[config.mk]
export PLATFORM = sky130hd
export DESIGN_NAME = cm_fill_engine
export DESIGN_NICKNAME = d
export VERILOG_FILES = /design/src/rtl/cm_fill_pkg.sv /design/src/rtl/cm_fill_ctrl.sv /design/src/rtl/cm_fill_addr_gen.sv /design/src/rtl/cm_fill_wmux.sv /design/src/rtl/cm_fill_engine.sv
export SDC_FILE = /design/constraint.sdc
export NUM_CORES = 1
export LEC_CHECK = 0
export ABC_AREA = 1
export CORE_MARGIN = 5
export CORE_UTILIZATION = 29
export CTS_BUF_LIST = sky130_fd_sc_hd__clkbuf_16
export DETAILED_ROUTE_END_ITERATION = 12
export DONT_BUFFER_PORTS = 1
export PLACE_DENSITY = 0.47
export SYNTH_ARGS = -nofsm -noshare
export SYNTH_HDL_FRONTEND = slang
export SYNTH_SLANG_ARGS = --single-unit
export TNS_END_PERCENT = 10
[constraint.sdc]
create_clock -name clk_i -period 3.4 [get_ports clk_i]
set_clock_uncertainty 0.05 [all_clocks]
set_input_delay 0.51 -clock clk_i [delete_from_list [all_inputs] [get_ports clk_i]]
set_output_delay 0.51 -clock clk_i [all_outputs]
set_load 0.005 [all_outputs]
[src/rtl/cm_fill_pkg.sv]
package cm_fill_pkg;
  typedef enum logic {
    FILL_IDLE  = 1'b0,
    FILL_SWEEP = 1'b1
  } fill_state_e;
endpackage

[src/rtl/cm_fill_ctrl.sv]
module cm_fill_ctrl
  import cm_fill_pkg::*;
(
  input  logic clk_i,
  input  logic rst_ni,
  input  logic fill_en_i,
  input  logic trig_wr_i,
  input  logic trig_wdata_i,
  input  logic last_i,
  output logic start_o,
  output logic busy_o
);
  fill_state_e state_q, state_d;

  // enable is qualified only at the start edge
  assign start_o = (state_q == FILL_IDLE) && trig_wr_i && trig_wdata_i && fill_en_i;
  assign busy_o  = (state_q == FILL_SWEEP);

  always_comb begin
    state_d = state_q;
    unique case (state_q)
      FILL_IDLE:  if (start_o) state_d = FILL_SWEEP;
      FILL_SWEEP: if (last_i)  state_d = FILL_IDLE;
      default:    state_d = FILL_IDLE;
    endcase
  end

  always_ff @(posedge clk_i or negedge rst_ni) begin
    if (!rst_ni) state_q <= FILL_IDLE;
    else         state_q <= state_d;
  end
endmodule

[src/rtl/cm_fill_addr_gen.sv]
module cm_fill_addr_gen #(
  parameter int unsigned DEPTH = 2048,
  localparam int unsigned AW   = $clog2(DEPTH)
) (
  input  logic          clk_i,
  input  logic          rst_ni,
  input  logic          start_i,
  input  logic          busy_i,
  output logic [AW-1:0] addr_o,
  output logic          last_o
);
  localparam logic [AW-1:0] LAST_ADDR = AW'(DEPTH - 1);

  logic [AW-1:0] cnt_q;

  assign addr_o = cnt_q;
  assign last_o = busy_i && (cnt_q == LAST_ADDR);

  always_ff @(posedge clk_i or negedge rst_ni) begin
    if (!rst_ni)      cnt_q <= '0;
    else if (start_i) cnt_q <= '0;
    else if (busy_i)  cnt_q <= last_o ? '0 : cnt_q + 1'b1;
  end
endmodule

[src/rtl/cm_fill_wmux.sv]
module cm_fill_wmux #(
  parameter int unsigned AW     = 11,
  parameter int unsigned WORD_W = 16,
  parameter int unsigned PAT_W  = 5
) (
  input  logic              busy_i,
  input  logic [PAT_W-1:0]  pat_i,
  input  logic [AW-1:0]     sweep_addr_i,
  input  logic              host_we_i,
  input  logic [AW-1:0]     host_addr_i,
  input  logic [WORD_W-1:0] host_wdata_i,
  output logic              mem_we_o,
  output logic [AW-1:0]     mem_addr_o,
  output logic [WORD_W-1:0] mem_wdata_o
);
  localparam int unsigned LOW_W = WORD_W - PAT_W;

  logic [WORD_W-1:0] fill_word;

  generate
    if (LOW_W > 0) begin : g_split
      assign fill_word = {pat_i, {LOW_W{1'b0}}};
    end else begin : g_full
      assign fill_word = pat_i;
    end
  endgenerate

  // sweep owns the port; host writes are dropped while busy
  assign mem_we_o    = busy_i ? 1'b1         : host_we_i;
  assign mem_addr_o  = busy_i ? sweep_addr_i : host_addr_i;
  assign mem_wdata_o = busy_i ? fill_word    : host_wdata_i;
endmodule

[src/rtl/cm_fill_engine.sv]
module cm_fill_engine #(
  parameter int unsigned DEPTH        = 2048,
  parameter int unsigned WORD_W       = 16,
  parameter int unsigned PAT_W        = 5,
  parameter int unsigned MODE_W       = 16,
  parameter int unsigned PAT_LSB      = 5,
  parameter int unsigned FRAME_CYCLES = 1024,
  localparam int unsigned AW          = $clog2(DEPTH)
) (
  input  logic              clk_i,
  input  logic              rst_ni,
  input  logic              fill_en_i,
  input  logic              trig_wr_i,
  input  logic              trig_wdata_i,
  input  logic [MODE_W-1:0] mode_reg_i,
  input  logic              host_we_i,
  input  logic [AW-1:0]     host_addr_i,
  input  logic [WORD_W-1:0] host_wdata_i,
  output logic              trig_o,
  output logic              busy_o,
  output logic              mem_we_o,
  output logic [AW-1:0]     mem_addr_o,
  output logic [WORD_W-1:0] mem_wdata_o
);
  generate
    if (DEPTH > 2 * FRAME_CYCLES) begin : g_bad_depth
      $error("sweep longer than two frames");
    end
    if (PAT_LSB + PAT_W > MODE_W || PAT_W > WORD_W) begin : g_bad_field
      $error("pattern field out of range");
    end
  endgenerate

  logic             start;
  logic             busy;
  logic             last;
  logic [AW-1:0]    sweep_addr;
  logic [PAT_W-1:0] pat_q;
  logic [MODE_W-1:0] mode_unused;

  assign mode_unused = mode_reg_i; // only the pattern field is consumed

  cm_fill_ctrl u_ctrl (
    .clk_i        (clk_i),
    .rst_ni       (rst_ni),
    .fill_en_i    (fill_en_i),
    .trig_wr_i    (trig_wr_i),
    .trig_wdata_i (trig_wdata_i),
    .last_i       (last),
    .start_o      (start),
    .busy_o       (busy)
  );

  cm_fill_addr_gen #(.DEPTH(DEPTH)) u_addr (
    .clk_i   (clk_i),
    .rst_ni  (rst_ni),
    .start_i (start),
    .busy_i  (busy),
    .addr_o  (sweep_addr),
    .last_o  (last)
  );

  // pattern frozen at the start edge
  always_ff @(posedge clk_i or negedge rst_ni) begin
    if (!rst_ni)    pat_q <= '0;
    else if (start) pat_q <= mode_reg_i[PAT_LSB +: PAT_W];
  end

  cm_fill_wmux #(.AW(AW), .WORD_W(WORD_W), .PAT_W(PAT_W)) u_wmux (
    .busy_i       (busy),
    .pat_i        (pat_q),
    .sweep_addr_i (sweep_addr),
    .host_we_i    (host_we_i),
    .host_addr_i  (host_addr_i),
    .host_wdata_i (host_wdata_i),
    .mem_we_o     (mem_we_o),
    .mem_addr_o   (mem_addr_o),
    .mem_wdata_o  (mem_wdata_o)
  );

  assign busy_o = busy;
  assign trig_o = busy;
endmodule

# == Word-level counts from Yosys, hierarchy flattened ==
# Cells that the tools add are included.
# totals
ramBits,0
latchBits,0
n_memories,0
inputBits,49
out_inout_bits,30
rom_bits,0
reg_bits,17
wordCells,20
# op_classes
n_eq_ne,1
div_mod_pow,0
mux,9
bitwise,1
n_mul,0
magnitude_cmp,0
reduce_logical,5
n_shift,0
add_sub_neg,1
# ops
op,count
11-bit two-way mux,4
16-bit two-way mux,1
"11-bit by 1-bit adder with 11-bit output, second input constant",1
"11-bit equality test, second input constant",1
1-bit logical AND,4
1-bit two-way mux,3
1-bit case mux with 2 select lines,1
2-bit nonzero test,1
1-bit inverter,1

# == Depth between registers and ports, before layout ==
# Gate-level depths: netlist of run 1.
# depth
ltp_word,6
mapped_depth,8
depth_no_buf,8

# == Modules after synthesis ==
# Synthesis of run 1 repeated with hierarchy kept, for this count alone.
# hier_totals
cells_unflattened,196
hier_area_um2,1249.9
# modules_own_cells
mod,seq_area_each_um2,area_per_inst_um2,cells_each,n_inst
cm_fill_addr_gen,275.3,668.1,88,1
cm_fill_wmux,0.0,327.8,76,1
cm_fill_engine,125.1,192.7,22,1
cm_fill_ctrl,25.0,61.3,10,1

# == Least setup slack after synthesis of run 1 ==
# No wires, ideal clock.
# synth_timing
path_type,reg-to-output
startpoint,register u_ctrl.state_q (netlist: u_ctrl.busy_o)
endpoint,output port mem_addr_o[0]
t_arrival_ps,975
setup_slack_ps,1865
t_required_ps,2840
stages_incl_launch_ff,6
n_path_buf,2
cell_sequence,dfrtp_1 -> inv_2 -> buf_4 -> buf_6 -> nand2_1 -> o21ai_0
# synth_between
elab_chain_len,1
# synth_lines
element,line,source
from (decl),cm_fill_ctrl.sv:13,"fill_state_e state_q, state_d;"
from (signal assigned),cm_fill_ctrl.sv:30,else state_q <= state_d;
11-bit two-way mux,cm_fill_wmux.sv:30,assign mem_addr_o = busy_i ? sweep_addr_i : host_addr_i;
to (decl),cm_fill_engine.sv:22,"output logic [AW-1:0] mem_addr_o,"
# No other way between the ends.

# == Final worst setup path of run 1 ==
# layout_timing
startpoint,register u_ctrl.state_q (netlist: u_ctrl.busy_o)
endpoint,output port mem_addr_o[1]
# Same word-level chain as after synthesis.

==> results of run 1 <==
==> cell type report <==
type	instances	area, um2
repair buffers	2	17.5
fillers	426	2710
clock inverters	1	3.75
multi-input cells	124	599
flip-flops and latches	17	425
clock buffers	3	75.1
well taps	50	62.6
inverters	28	105
==> kinds of logic after synthesis <==
logic type / after synthesis
AND/OR/NAND/NOR: 95
buffers and inverters: 35
AO/OA/AOI/OAI: 26
flip-flops: 17
XOR/XNOR: 2
adder cells (fa/ha/maj): 1
==> per-layer routing <==
metal | track usage, % | vias to the layer above | share of wire [%]
li1 | - | 539 | -
met4 | 2.62 | 0 | 0.42
met1 | 13.3 | 492 | 42
met3 | 2.70 | 2 | 8.8
met5 | 0 | - | 0
met2 | 20.1 | 55 | 49
==> through the flow <==
step                      instances  total power [W]  hold WS, ns
final                           225         0.000440        0.328
after global routing            225         0.000457        0.328
after CTS                       225         0.000447        0.325
after detailed placement        220         0.000209        0.165
after global placement          220         0.000209        0.165
after floorplan                 176         0.000209        0.164
==> final timing paths <==
path | startpoint | endpoint | depth (start not counted)
max in group asynchronous | rst_ni | pat_q[0]$_DFFE_PN0P_ | 1
min | mode_reg_i[5] | pat_q[0]$_DFFE_PN0P_ | 2
max reg2reg | u_ctrl.busy_o$_DFF_PN0_ | u_addr.addr_o[8]$_DFFE_PN0P_ | 6
max | u_ctrl.busy_o$_DFF_PN0_ | mem_addr_o[1] | 2
min reg2reg | pat_q[0]$_DFFE_PN0P_ | pat_q[0]$_DFFE_PN0P_ | 2
min in group asynchronous | rst_ni | u_addr.addr_o[10]$_DFFE_PN0P_ | 1
==> layout by cell type (no fill, tap or decap) <==
| cell | instances |
|---|---|
| sky130_fd_sc_hd__ha_1 | 1 |
| sky130_fd_sc_hd__clkbuf_16 | 3 |
| sky130_fd_sc_hd__o21ai_0 | 11 |
| sky130_fd_sc_hd__o21ai_1 | 3 |
| sky130_fd_sc_hd__xor2_1 | 2 |
| sky130_fd_sc_hd__inv_2 | 5 |
| sky130_fd_sc_hd__nand3_1 | 5 |
| sky130_fd_sc_hd__or2_2 | 2 |
| sky130_fd_sc_hd__dfrtp_1 | 17 |
| sky130_fd_sc_hd__o21ai_2 | 3 |
| sky130_fd_sc_hd__a21oi_1 | 4 |
| sky130_fd_sc_hd__dlygate4sd3_1 | 1 |
| sky130_fd_sc_hd__nand2_1 | 62 |
| sky130_fd_sc_hd__nand4_4 | 1 |
| sky130_fd_sc_hd__nand4_1 | 2 |
| sky130_fd_sc_hd__nor2_1 | 18 |
| sky130_fd_sc_hd__nand2_2 | 1 |
| sky130_fd_sc_hd__buf_4 | 1 |
| sky130_fd_sc_hd__inv_1 | 24 |
| sky130_fd_sc_hd__nand3_2 | 1 |
| sky130_fd_sc_hd__nor2_4 | 1 |
| sky130_fd_sc_hd__nand2_4 | 2 |
| sky130_fd_sc_hd__o22ai_1 | 5 |
==> registers in the layout, indices dropped and copies added (netlist names) <==
signal         flops
pat_q              5
u_addr.addr_o     11
u_ctrl.busy_o      1
==> power by group through the flow <==
| stage | Clock, W | Combinational, W | Sequential, W |
|---|---|---|---|
| floorplan | 0 | 0.00000252 | 0.000206 |
| global placement | 0 | 0.00000295 | 0.000206 |
| detailed placement | 0 | 0.00000300 | 0.000206 |
| CTS | 0.000237 | 0.00000835 | 0.000203 |
| global route | 0.000246 | 0.00000924 | 0.000202 |
| finish | 0.000230 | 0.00000765 | 0.000203 |
==> metrics list, run 1 <==
- The flow ran to the end, and the final reports show no timing, DRC or antenna violations.
- The synthesized design spends more area on one cell type than any other, namely sky130_fd_sc_hd__dfrtp_1.
- Synth Flop Type: sky130_fd_sc_hd__dfrtp_1
- Critical path buffers and inverters: 1
* Clock Power Share: 52.2%
- For this design the top-level I/O count stands at between 70 and 80.
- Setup repair after global routing missed its margin: false
* Sort of element at the start of the critical path: register
- Wire length of the first global-routing pass: slightly below 5000 um
* Routed via count divided by cell count: between 4 and 5
- Max-cap viol count: 0
- Number of distinct library cells after synthesis: 23
* Synth area leaders: sky130_fd_sc_hd__dfrtp_1 (36%), sky130_fd_sc_hd__nand2_1 (20%), sky130_fd_sc_hd__inv_1 (7.3%)
- Buffer type at the clock tree root: sky130_fd_sc_hd__clkbuf_16
- Clock latency on the worst-skew pair, taken at its later pin, is around 0.24 ns.
- Of the available clock period, the critical path in the final layout requires a little over half.
- The share of total power dissipated in combinational logic is 1.7%.
- The worst setup path is of the register to primary output kind.
* Total leakage power: roughly 0.68 nW
- The repair_antennas step left the layout with diodes totalling 0.
- Entering global routing, the biggest net connects 31 pins.
* H-tree depth: 1
- In the final design database the tool counted ~230 nets.
- Routed length per placed instance: around 14 um
- Final max-slew violation count: 0
- PostCTS Resize Cnt: 0
* Pwr Density: approximately 340 mW/mm2
- Counting along the longest clock path gives a buffer depth of 2.
- Layout Area Growth over Synthesis: 8.42%
- HPWL after DPL: roughly 2400 um
- Net Sw Frac: roughly 18%
* Main combinational cell family by area after synthesis: simple AND/OR/NAND/NOR gates
- In this run the tightest slew margin relative to its limit is between 40 and 50%.
* Total internal power: 0.000361 W
- Clk sinks: 17
- Placement row count: 23
* Cell area reported after detailed placement: 0.00120 mm2
- For this design the total switching power over the nets is roughly 0.000080 W.
- In this run the biggest area consumer among cell types represents 35.8% of the synthesized area.
- Multiplexer cells account for 0% of the synthesized area.
* Proportion of layout cells with a drive suffix above 1: a little under an eighth
- Total routing resource utilization after global routing: ~11%
- Crit path max fanout: 30
- Weighted congestion at the end of routability-driven global placement: about 0.82
* Floorplan die height: 74.0 um
- Kind of end point of the critical path: primary output
- The worst path meets setup with roughly 1.5 ns of slack.
* Final Routed Wirelength: between 3000 and 4000 um
* Warning count from the yosys run: 0
* Final count of hold timing violations: 0
- In this run the worst hold path is classified as input port to register.
- The finished cells cover approximately 0.0013 mm2.
* Max VDD drop: 0.178 mV
- TritonCTS built the clock tree.
- Net count of the mapped netlist: about 230
* Mean instance size in the synthesized netlist: about 6.8 um2
* CP Data Arrival Time: about 1.3 ns
* FF+latch count, synth: 17
- Async SR Flop Fraction: 100%
- Sequential power share: between 40% and 50%
* Synthesized-area fraction occupied by ao, oa, aoi and oai cells: ~12%
- After floorplanning, the core was sized to cover 0.00400 mm2.
- Shortest period the worst path allows: 1.85 ns
- Number of enable flip-flop cells after synthesis: 0
* Number of global-route vias before repair: 1120
- Number of standard cells after synthesis: ~180
- Hold buffers post-CTS: 1
- Timing analysis after detailed placement gives a worst setup slack of ~1.7 ns.
- Flop-to-flop setup slack: around 1.7 ns
- After global routing the overflow that remains totals 0.
* # setup viols final: 0
- Clock-pin slew was measured on the worst setup and hold paths at 0.05 ns.
- Initial cell density of the core: between 20% and 30%
* Port Buf Inserts: 0
- The detailed router finished its first iteration with just over 40 violations.
- Routed Antenna Nets: 0
- Final core utilization: roughly 32%
- Total number of vias: around 1100
- Post-CTS setup buffer count: 0
- The largest single stage delay on the critical path is 0.41 ns.
- Remaining DRCs: 0
- The cell area that synthesis handed to floorplanning was 0.00119 mm2.
- Summing the areas of all fa, ha and maj instances in the mapped netlist gives between 1 and 1.5% of the synthesized area.
- The die covers approximately 0.0055 mm2.
- After Yosys synthesis, and, or, nand and nor cells account for 35.5% of the synthesized area.
- In this run, CTS created clock tree buffers numbering 3.
* Cell class contributing the biggest share of worst-path delay: buffers and inverters
- Sequential elements use a little over a third of the synthesized area.
- 1st-pass router iterations: 4
- Initial antenna violation count: 0
* Crit path required time: approximately 2.8 ns
* Standard cell with the maximum stage delay on the critical path: sky130_fd_sc_hd__inv_2
* Top achievable clock speed: between 500 and 600 MHz
* Transition time of the tightest slew-check pin: 0.790 ns
- Crit path cell chain: inv_2 > o21ai_0
* Summed negative setup slack over all endpoints: 0 ns
- After synthesis, the most frequently instantiated cells are sky130_fd_sc_hd__nand2_1 (62), sky130_fd_sc_hd__inv_1 (23), sky130_fd_sc_hd__nor2_1 (18).
* Share of the synthesized netlist area taken by xor and xnor gates: under 10%
- Horizontal die dimension: about 74 um
- Most repeated cell in the gate-level netlist after synthesis: sky130_fd_sc_hd__nand2_1
(Power assumes the default switching activity.)
==> run 2: changes to the inputs <==
Settings changed: ABC_AREA 1 to 0.
Clock period 3.4 ns to 1.9 ns, I/O delays scaled along.
==> metrics list, run 2 <==
- The flow ran to the end, and the final reports show no timing, DRC or antenna violations.
* # diodes: 0
- Setup repair after global routing missed its margin: false
- Counting I/O delays and the setup requirement, the final critical path takes 1.70 ns.
* Total routing resource utilization after global routing: 9.78%
- On the worst path, the slowest cell contributes a delay of 0.43 ns.
* Number of enable flip-flop cells after synthesis: 0
- During placement, the flow inserted port buffers numbering 0.
* CTS tree: done
- Static timing analysis puts the maximum clock frequency at 587 MHz.
* Register area share after synthesis: a little under two fifths
* Ports: between 70 and 80
* Pwr Density: between 1000 and 1500 mW/mm2
- Floorplan die height: between 70 and 80 um
* Number of global-route vias before repair: roughly 900
* Hold slack: ~0.13 ns
- The pre-antenna-repair detailed-routing pass consisted of 4 iterations.
- The register with the most flip-flops in the layout has 11 of them.
- The post-route netlist has slightly below 30% of its cells at a drive strength greater than 1.
- The internal portion of the total power is ~0.0010 W.
* Hold Path Class: input port to register
- For this run, the number of standard cells in the final layout without fillers is approximately 160.
* Filler cells: between 300 and 400
- Clock tree synthesis selected as its root buffer the cell sky130_fd_sc_hd__clkbuf_16.
* Synth area leader: sky130_fd_sc_hd__dfrtp_1
* Crit path max fanout: 9
- Setup violations remaining at the end of the flow were counted as 0.
* Final Routed Wirelength: roughly 2600 um
- In this run the static leakage power is approximately 0.53 nW.
* Final core utilization: between 30% and 40%
- Dividing the detail-routed wire length by the instance count gives around 16 um.
- The number of antenna violations at the first check in global routing is 0.
* Wire length of the first global-routing pass: around 4000 um
* Post-synthesis cell area: about 0.0011 mm2
- Standard cell with the maximum stage delay on the critical path: sky130_fd_sc_hd__dfrtp_1
- After layout, the worst path uses between 80 and 90% of the clock period.
* Max-cap viol count: 0
* Most frequent standard cell in the layout excluding fill and tap cells: sky130_fd_sc_hd__mux2_2
- Together, buffers and inverters on the worst path number 0.
- The commonest cells after synthesis are sky130_fd_sc_hd__mux2_2 (21), sky130_fd_sc_hd__dfrtp_1 (17), sky130_fd_sc_hd__nand2_1 (13).
* Most repeated cell in the gate-level netlist after synthesis: sky130_fd_sc_hd__mux2_2
- From left edge to right edge, the die measures ~73 um.
* Top library cells by usage in the layout, fill and taps aside: sky130_fd_sc_hd__mux2_2 (21), sky130_fd_sc_hd__dfrtp_1 (17), sky130_fd_sc_hd__nand2_1 (13)
- Warning count from the yosys run: 0
* Remaining global-route overflow: 0
* H-tree depth: 1
- Number of standard cells after synthesis: roughly 110
* Summed negative setup slack over all endpoints: 0 ns
* FF+latch count, synth: 17
- Synth area leaders: sky130_fd_sc_hd__dfrtp_1 (37%), sky130_fd_sc_hd__mux2_2 (21%), sky130_fd_sc_hd__nor2b_1 (6.0%)
- Number of distinct library cells after synthesis: 31
- Power dissipated by switching net loads: around 0.00048 W
- Largest net degree at the start of global routing: 22
* Max VDD drop: 0.419 mV
- Routability-driven placement finished with a final weighted congestion of 0.701.
- Combinational logic is responsible for about a third of the overall power.
- The most used flip-flop cell after synthesis is sky130_fd_sc_hd__dfrtp_1.
* Final max-slew violation count: 0
- The die covers between 0.005 and 0.006 mm2.
- Post-synth top area share: approximately 37%
- The initialized floorplan defines 22 standard-cell rows.
- Num CTS Buffers: 3
- Cell class contributing the biggest share of worst-path delay: compound AO/OA/AOI/OAI gates
- The worst setup path is launched from a register.
- In the routed layout, each cell is associated on average with a via count of 5.31.
- Data on the critical path is required at its endpoint by about 2.0 ns.
- Clock Power Share: roughly 29%
* Core area: 0.00374 mm2
* Net count of the mapped netlist: 163
* Number of violations reported at the end of detailed-routing iteration 0: 21
- Clock-pin slew was measured on the worst setup and hold paths at 0.05 ns.
- Final Total Pwr: ~0.0015 W
- Kind of end point of the critical path: register
- The worst setup path is of the register to register kind.
- At the pin with the least slew margin, the transition time is 0.783 ns.
- Of the total power, the share spent switching nets is a little under a third.
- Buffers added to address setup during post-CTS repair amount to 0.
* Bufs on Longest Clock Path: 2
- Later-pin clock latency in the skew report: between 0.2 and 0.3 ns
- Mean instance size in the synthesized netlist: between 10 and 15 um2
* Final count of hold timing violations: 0
- The critical path goes through ha_1 > and3_1 > a41oi_4 > a41oi_1 > a31oi_1.
* Clk sinks: 17
- The number of placed instances, taps included, is between 150 and 200.
* Initial cell density of the core: a little under a third
* Layout Area Growth over Synthesis: 11.2%
* Sequential power share: a little under two fifths
* HPWL after DPL: 2000 um
- Total number of vias: ~860
- At the end of the flow, the number of nets in the layout was ~170.
- Async SR Flop Fraction: 100%
* Remaining DRCs: 0
- The count of nets left with antenna violations once routing finished came out at 0.
- Worst slew margin: between 40% and 50%
* CP Data Arrival Time: around 1.8 ns
-- run 2: cell types whose count changed in the layout (fill, tap and decap cells not counted), moves of 6 or more --
| cell | delta |
|---|---|
| sky130_fd_sc_hd__nand2_1 | -49 |
| sky130_fd_sc_hd__inv_1 | -23 |
| sky130_fd_sc_hd__mux2_2 | +21 |
| sky130_fd_sc_hd__nor2_1 | -16 |
| sky130_fd_sc_hd__nor2b_1 | +11 |
| sky130_fd_sc_hd__a31oi_1 | +6 |
| sky130_fd_sc_hd__o21ai_0 | -6 |
-- run 2: final timing paths --
| check | from | to | slack (ns) | depth (start not counted) |
|---|---|---|---|---|
| max | u_addr.addr_o[0]$_DFFE_PN0P_ | u_addr.addr_o[5]$_DFFE_PN0P_ | 0.20 | 5 |
| min | mode_reg_i[8] | pat_q[3]$_DFFE_PN0P_ | 0.13 | 1 |
| max reg2reg | u_addr.addr_o[0]$_DFFE_PN0P_ | u_addr.addr_o[5]$_DFFE_PN0P_ | 0.20 | 5 |
| min reg2reg | pat_q[1]$_DFFE_PN0P_ | pat_q[1]$_DFFE_PN0P_ | 0.45 | 1 |
| max in group asynchronous | rst_ni | pat_q[1]$_DFFE_PN0P_ | 0.80 | 1 |
| min in group asynchronous | rst_ni | pat_q[2]$_DFFE_PN0P_ | 0.51 | 1 |
-- run 2: layout make-up --
type	count	area, um2	share of cell area [%]
clock inverters	1	5.00	0.395
clock buffers	3	75.1	5.92
multi-input cells	86	641	50.5
repair buffers	5	40.0	3.16
well taps	48	60.1	4.74
flip-flops and latches	17	425	33.6
inverters	2	21.3	1.68
-- run 2: power by group through the flow --
| stage | registers, W | logic (W) | clock network (W) |
|---|---|---|---|
| 6_report | 0.000567 | 0.000497 | 0.000427 |
| 3_3_place_gp | 0.000564 | 0.000496 | 0 |
| 3_5_place_dp | 0.000574 | 0.000502 | 0 |
| 2_1_floorplan | 0.000545 | 0.000428 | 0 |
| 4_1_cts | 0.000567 | 0.000511 | 0.000443 |
| 5_1_grt | 0.000581 | 0.000563 | 0.000457 |
-- run 2: kinds of logic (layout without fill, tap and decap cells) --
family / Yosys count / after routing / share of synthesized area [%]
flops: 17 / 17 / 37.3
buf+inv: 10 / 11 / 6.48
compound gates: 18 / 18 / 11.3
fa+ha+maj: 1 / 1 / 1.10
xor+xnor: 4 / 4 / 3.07
simple gates: 42 / 42 / 20.0
mux: 21 / 21 / 20.7
-- run 2: layer usage --
layer / vias up / wire length (um) / GRT usage (%)
met5: - / 0 / 0
met4: 0 / 66 / 6.76
met3: 5 / 206 / 2.20
met2: 44 / 1250 / 16.2
met1: 408 / 1070 / 11.0
li1: 404 / - / -
-- run 2: stage by stage --
step | cell area (um2) | setup slack, ns
after floorplan | 1140 | 0.282
after global placement | 1180 | 0.235
after global routing | 1270 | 0.0671
after detailed placement | 1180 | 0.197
final | 1270 | 0.197
after CTS | 1270 | 0.186
-- run 2: what timing repair did --
action / in CTS / in global routing
hold endpoints to repair: 17 / 0
gates resized for setup: 0 / 0
hold buffers: 1 / 0
